## src/rtl/ptmr_pkg.sv

```systemverilog
package ptmr_pkg;

    localparam int DATA_W    = 8;
    localparam int ADDR_W    = 16;
    localparam int DIV_ACC_W = 8;    // divider steps once per 2**DIV_ACC_W cycles
    localparam int TMR_ACC_W = 10;   // wide enough for the longest period
    localparam int CTRL_W    = 3;    // enable + two-bit rate code

    typedef logic [DATA_W-1:0] byte_t;

    // Last accumulator value before a tick, i.e. period - 1.
    function automatic logic [TMR_ACC_W-1:0] period_last(input logic [1:0] code);
        logic [TMR_ACC_W-1:0] r;
        case (code)
            2'd0:    r = TMR_ACC_W'(1023);
            2'd1:    r = TMR_ACC_W'(15);
            2'd2:    r = TMR_ACC_W'(63);
            default: r = TMR_ACC_W'(255);
        endcase
        return r;
    endfunction

endpackage

```

## src/rtl/ptmr_divider.sv

```systemverilog
module ptmr_divider
    import ptmr_pkg::*;
(
    input  logic  clk_i,
    input  logic  rst_ni,
    input  logic  clear_i,
    output byte_t div_o
);
    typedef struct packed {
        logic [DIV_ACC_W-1:0] acc;
        byte_t                div;
    } div_state_t;

    div_state_t st_d, st_q;

    always_comb begin
        st_d = st_q;
        if (clear_i) begin
            st_d.acc = '0;
            st_d.div = '0;
        end else begin
            st_d.acc = st_q.acc + 1'b1;
            if (&st_q.acc) begin
                st_d.div = st_q.div + 1'b1;
            end
        end
    end

    always_ff @(posedge clk_i) begin
        if (!rst_ni) begin
            st_q <= '0;
        end else begin
            st_q <= st_d;
        end
    end

    assign div_o = st_q.div;
endmodule

```

## src/rtl/ptmr_tick_gen.sv

```systemverilog
module ptmr_tick_gen
    import ptmr_pkg::*;
(
    input  logic       clk_i,
    input  logic       rst_ni,
    input  logic       en_i,
    input  logic [1:0] code_i,
    input  logic       restart_i,
    output logic       tick_o
);
    typedef struct packed {
        logic [TMR_ACC_W-1:0] acc;
    } tick_state_t;

    tick_state_t st_d, st_q;
    logic        hit;

    always_comb begin
        hit  = en_i && (st_q.acc == period_last(code_i));
        st_d = st_q;
        if (restart_i || hit) begin
            st_d.acc = '0;
        end else if (en_i) begin
            st_d.acc = st_q.acc + 1'b1;
        end
    end

    always_ff @(posedge clk_i) begin
        if (!rst_ni) begin
            st_q <= '0;
        end else begin
            st_q <= st_d;
        end
    end

    assign tick_o = hit;
endmodule

```

## src/rtl/prescaled_timer.sv

```systemverilog
module prescaled_timer
    import ptmr_pkg::*;
#(
    parameter logic [15:0] BASE_ADDR = 16'hFF04
) (
    input  logic        clk_i,
    input  logic        rst_ni,
    input  logic [15:0] bus_addr_i,
    input  logic        bus_we_i,
    input  logic [7:0]  bus_wdata_i,
    output logic [7:0]  bus_rdata_o,
    input  logic        irq_clr_i,
    output logic        irq_o
);
    localparam logic [15:0] A_DIV  = BASE_ADDR;
    localparam logic [15:0] A_CNT  = BASE_ADDR + 16'd1;
    localparam logic [15:0] A_MOD  = BASE_ADDR + 16'd2;
    localparam logic [15:0] A_CTRL = BASE_ADDR + 16'd3;
    localparam int          PAD_W  = DATA_W - CTRL_W;

    typedef struct packed {
        byte_t             cnt;
        byte_t             modv;
        logic [CTRL_W-1:0] ctrl;
        logic              flag;
    } tmr_state_t;

    tmr_state_t st_d, st_q;

    logic  wr_div, wr_cnt, wr_mod, wr_ctrl;
    logic  tick_w, ovf_w, restart_w;
    byte_t div_w;

    assign wr_div    = bus_we_i && (bus_addr_i == A_DIV);
    assign wr_cnt    = bus_we_i && (bus_addr_i == A_CNT);
    assign wr_mod    = bus_we_i && (bus_addr_i == A_MOD);
    assign wr_ctrl   = bus_we_i && (bus_addr_i == A_CTRL);
    assign restart_w = wr_ctrl && (bus_wdata_i[1:0] != st_q.ctrl[1:0]);

    ptmr_divider u_div (
        .clk_i   (clk_i),
        .rst_ni  (rst_ni),
        .clear_i (wr_div),
        .div_o   (div_w)
    );

    ptmr_tick_gen u_tick (
        .clk_i     (clk_i),
        .rst_ni    (rst_ni),
        .en_i      (st_q.ctrl[2]),
        .code_i    (st_q.ctrl[1:0]),
        .restart_i (restart_w),
        .tick_o    (tick_w)
    );

    always_comb begin
        st_d  = st_q;
        ovf_w = 1'b0;
        if (wr_cnt) begin
            st_d.cnt = bus_wdata_i;
        end else if (tick_w) begin
            if (&st_q.cnt) begin
                st_d.cnt = st_q.modv;
                ovf_w    = 1'b1;
            end else begin
                st_d.cnt = st_q.cnt + 1'b1;
            end
        end
        if (wr_mod) begin
            st_d.modv = bus_wdata_i;
        end
        if (wr_ctrl) begin
            st_d.ctrl = bus_wdata_i[CTRL_W-1:0];
        end
        st_d.flag = ovf_w || (st_q.flag && !irq_clr_i);
    end

    always_ff @(posedge clk_i) begin
        if (!rst_ni) begin
            st_q <= '0;
        end else begin
            st_q <= st_d;
        end
    end

    always_comb begin
        unique case (bus_addr_i)
            A_DIV:   bus_rdata_o = div_w;
            A_CNT:   bus_rdata_o = st_q.cnt;
            A_MOD:   bus_rdata_o = st_q.modv;
            A_CTRL:  bus_rdata_o = {{PAD_W{1'b1}}, st_q.ctrl};
            default: bus_rdata_o = 8'hFF;
        endcase
    end

    assign irq_o = st_q.flag;
endmodule

```

## config.mk

```make
export PLATFORM = sky130hd
export DESIGN_NAME = prescaled_timer
export DESIGN_NICKNAME = d
export VERILOG_FILES = /design/src/rtl/ptmr_pkg.sv /design/src/rtl/ptmr_divider.sv /design/src/rtl/ptmr_tick_gen.sv /design/src/rtl/prescaled_timer.sv
export SDC_FILE = /design/constraint.sdc
export NUM_CORES = 1
export LEC_CHECK = 0
export BUFFER_PORTS_ARGS = -buffer_cell sky130_fd_sc_hd__buf_2
export CAP_MARGIN = 40
export CORE_UTILIZATION = 45
export DETAILED_ROUTE_END_ITERATION = 6
export PLACE_DENSITY = 0.71
export SETUP_SLACK_MARGIN = 0.05
export SYNTH_ARGS = -nofsm -noshare
export SYNTH_HDL_FRONTEND = slang
export SYNTH_HIERARCHICAL = 1
export SYNTH_SLANG_ARGS = --single-unit
```

## constraint.sdc

```tcl
create_clock -name clk_i -period 5.4 [get_ports clk_i]
set_clock_uncertainty 0.2 [all_clocks]
set_input_delay 1.08 -clock clk_i [delete_from_list [all_inputs] [get_ports clk_i]]
set_output_delay 1.08 -clock clk_i [all_outputs]
set_load 0.1 [all_outputs]
```

==> results.yml <==
outcome:
  status: "finished with violations"
  violations: "DRC"
floorplan:
  pin_count: 37
  num_rows: 28
  die_y_um: 80.0
  fp.dieW_um: 80.0
  initial_utilization: 0.465
  die-area_um2: 6400
  core_area_um2: 5890
clock_network:
  clk_path_buf_depth: 2
  cts_tree: "done"
  h-tree-depth: 2
  cts_setup_buffers: 0
  numCtsBuffers: 5
  cts_resized: 0
  clock-sinks: 46
  clockRootBuffer: "clkbuf_8"
  clk_pin_slew_ps: 80
  insertion_delay_ps: 300
  hold_buffers: 0
logic_synthesis:
  synthTopCellsByArea: "dfxtp_1 34%, mux2i_1 6.6%, nand4_1 3.7%, nand2_1 3.6%, nor2b_1 3.0%"
  ys_seq_area_frac: 0.336
  synthCells: 309
  synth_ff_type: "dfxtp_1"
  avgSynthCellArea_um2: 8.86
  synth_most_common_cell: "dfxtp_1"
  synth_top_cell_area_share: 0.336
  syn-num-nets: 343
  synth_edf_count: 0
  yosys.cell_types.count: 50
  synthTopCellsByCount: "46 x dfxtp_1, 26 x nand2_1, 18 x mux2i_1"
  async_reset_ff_frac: 0
  ys_ff_latch: 46
  syn_area_um2: 2740
  ys_warn_count: 6
  synth_top_area_cell: "dfxtp_1"
global_route:
  gr-usage-met3: 0.0366
  grtUsageTotal: 0.190
  grt_use_met1: 0.238
  grt_max_degree: 26
  antenna_found_initial: 0
  busiest_layer: "met2"
  gr-total-overflow: 0
  grt_pass1_vias: 2085
  met2_usage: 0.315
  grt_pass1_wl_um: 9550
critical_path:
  r2r_cells: 10
  cp-end-kind: "output pin"
  cp_cell_sequence: "buf_2 -> or4_4 -> nor4_4 -> nand2b_1 -> buf_2"
  crit_required_ps: 4120
  criticalPathCategory: "primary input to output pin"
  cp_max_fo: 14
  arrival_ps: 2890
  crit_top_cell: "buf_2"
  reg2reg_slack_ps: 1840
  cp_num_buf_inv: 2
  critPathTopFamily: "simple AND/OR/NAND/NOR gates"
  slowest_delay_ps: 690
  slowest_stage: "nor4_4"
  start_kind: "primary input"
  r2r_start: "st_q[2]$_SDFFE_PN0P_"
  reg2reg_to: "st_q[16]$_SDFFE_PN0P_"
sta:
  rsz0062_at_grt: "false"
  maxSlewViolCount: 0
  setup_violations: 0
  tns_ps: 0
  fmax_ghz: 0.240
  fin_crit_sh: 0.772
  worst_slew_pin_slew_ps: 947
  final-hold-violation-count: 0
  maxSlewHeadroom: 0.369
  fin_crit_ps: 4170
min_path:
  min_from: "u_div/div_o[7]$_SDFFE_PP0P_"
  worstHoldEndpoint: "u_div/div_o[7]$_SDFFE_PP0P_"
  hold_path_class: "register to register"
  worstHoldPathCells: 2
pwr:
  pwr-share-comb: 0.056
  internal_power_mw: 0.449
  ir_worst_vdd_mv: 0.127
  power_switching_mw: 0.150
  leakage_nw: 1.01
  power_frac_clock: 0.371
  p_total_mw: 0.599
  p_per_area_nw_per_um2: 203
  sequentialPowerShare: 0.572
  switching_share: 0.250
route:
  routedWlPerCell_um: 14.1
  viasPerCell: 5.67
  antenna_left: 0
  num_vias: 2274
  drcViolationCount: 1
  wl_um: 5660
  dr.pass1.iters: 6
  drt_iter0_drc: 69
cells_and_area:
  nets: 359
  antenna_cells: 0
  drive_gt1_frac: 0.206
  area_growth_pct: 7.86
  fin_cells: 401
place:
  dp_hpwl_um: 4070
  place.gp.congestion: 0.800
  placed_cells: 393
  portBuffers: 36
run:
  maxCapViolCount: 0
==> power by group through the flow <==
| stage | clock (mW) | combinational, mW | sequential, mW |
|---|---|---|---|
| after floorplan | 0 | 0.0192 | 0.350 |
| after CTS | 0.227 | 0.0340 | 0.343 |
| after detailed placement | 0 | 0.0339 | 0.350 |
| final | 0.222 | 0.0338 | 0.343 |
| after global placement | 0 | 0.0332 | 0.350 |
| after global routing | 0.239 | 0.0375 | 0.343 |
==> cells in the final DEF, fill, tap and decap left out, types with 6 or more instances in the layout <==
cell      netlist  final
ha_1            6      6
o31ai_1         7      7
o21ai_0        16     16
or3_1           6      6
xnor2_1         6      6
inv_1           6      6
buf_2           4     36
nand2_1        26     26
a21oi_1        14     14
mux2i_1        18     18
nand4_1        16     16
nand2b_1       11     11
o22ai_1         6      6
a211oi_1        6      6
nand3_1         8      8
nor2_1          8      8
nor2b_1        13     13
dfxtp_1        46     46
==> worst max path at each step <==
stage	startpoint	to	slack [ps]	cells after the start
detailed placement	bus_addr_i[5]	bus_rdata_o[2]	1230	5
global placement	bus_addr_i[5]	bus_rdata_o[2]	1220	5
floorplan	bus_addr_i[5]	bus_rdata_o[0]	1370	4
global route	bus_addr_i[5]	bus_rdata_o[2]	1120	5
finish	bus_addr_i[5]	bus_rdata_o[2]	1230	5
CTS	bus_addr_i[5]	bus_rdata_o[2]	1230	5
==> sequential cells by signal, summed over array words and instances (netlist names) <==
signal,count
u_div/div_o,8
st_q,19
u_div/st_q,8
irq_o,1
u_tick/st_q,10
==> worst register-to-register path, delay by kind of cell, from the launching register on <==
family | cells | cell delay (ps)
AOI/OAI and AO/OA | 3 | 1080
adders and majority gates | 1 | 290
buffers and inverters | 1 | 80
DFF | 1 | 400
and+or+nand+nor | 5 | 1450
==> routing by layer <==
metal  vias to the layer above  routed length, um
met5                         -                  0
li1                       1162                  -
met3                         9                199
met2                        49               2730
met4                         0                111
met1                      1054               2620
==> cells by family (layout without fill, tap and decap cells) <==
family                   Yosys count  in the layout  share of synthesized area
adder cells (fa/ha/maj)            6              6                     0.0274
AO/OA/AOI/OAI                     63             63                      0.149
buffers and inverters             33             50                     0.0635
flip-flops                        46             46                      0.336
multiplexers                      26             26                      0.111
AND/OR/NAND/NOR                  124            124                      0.278
XOR/XNOR                          11             11                     0.0352
==> metrics by stage <==
stage / util / worst slack, ps / instance area (um2) / hold WS [ps]
2_1_floorplan: - / 1370 / 2740 / 230
3_3_place_gp: 0.486 / 1220 / 2860 / 249
3_5_place_dp: 0.486 / 1230 / 2860 / 263
4_1_cts: 0.502 / 1230 / 2950 / 275
5_1_grt: 0.502 / 1120 / 2950 / 315
6_report: 0.502 / 1230 / 2950 / 271
==> final cells by class <==
| type | instances | area, um2 |
|---|---|---|
| inverters | 6 | 22.5 |
| flip-flops and latches | 46 | 921 |
| repair buffers | 36 | 180 |
| clock buffers | 5 | 68.8 |
| clock inverters | 3 | 23.8 |
| well taps | 75 | 93.8 |
| fillers | 564 | 2930 |
| multi-input cells | 230 | 1640 |
No activity file was read; power rests on OpenSTA's default activity.
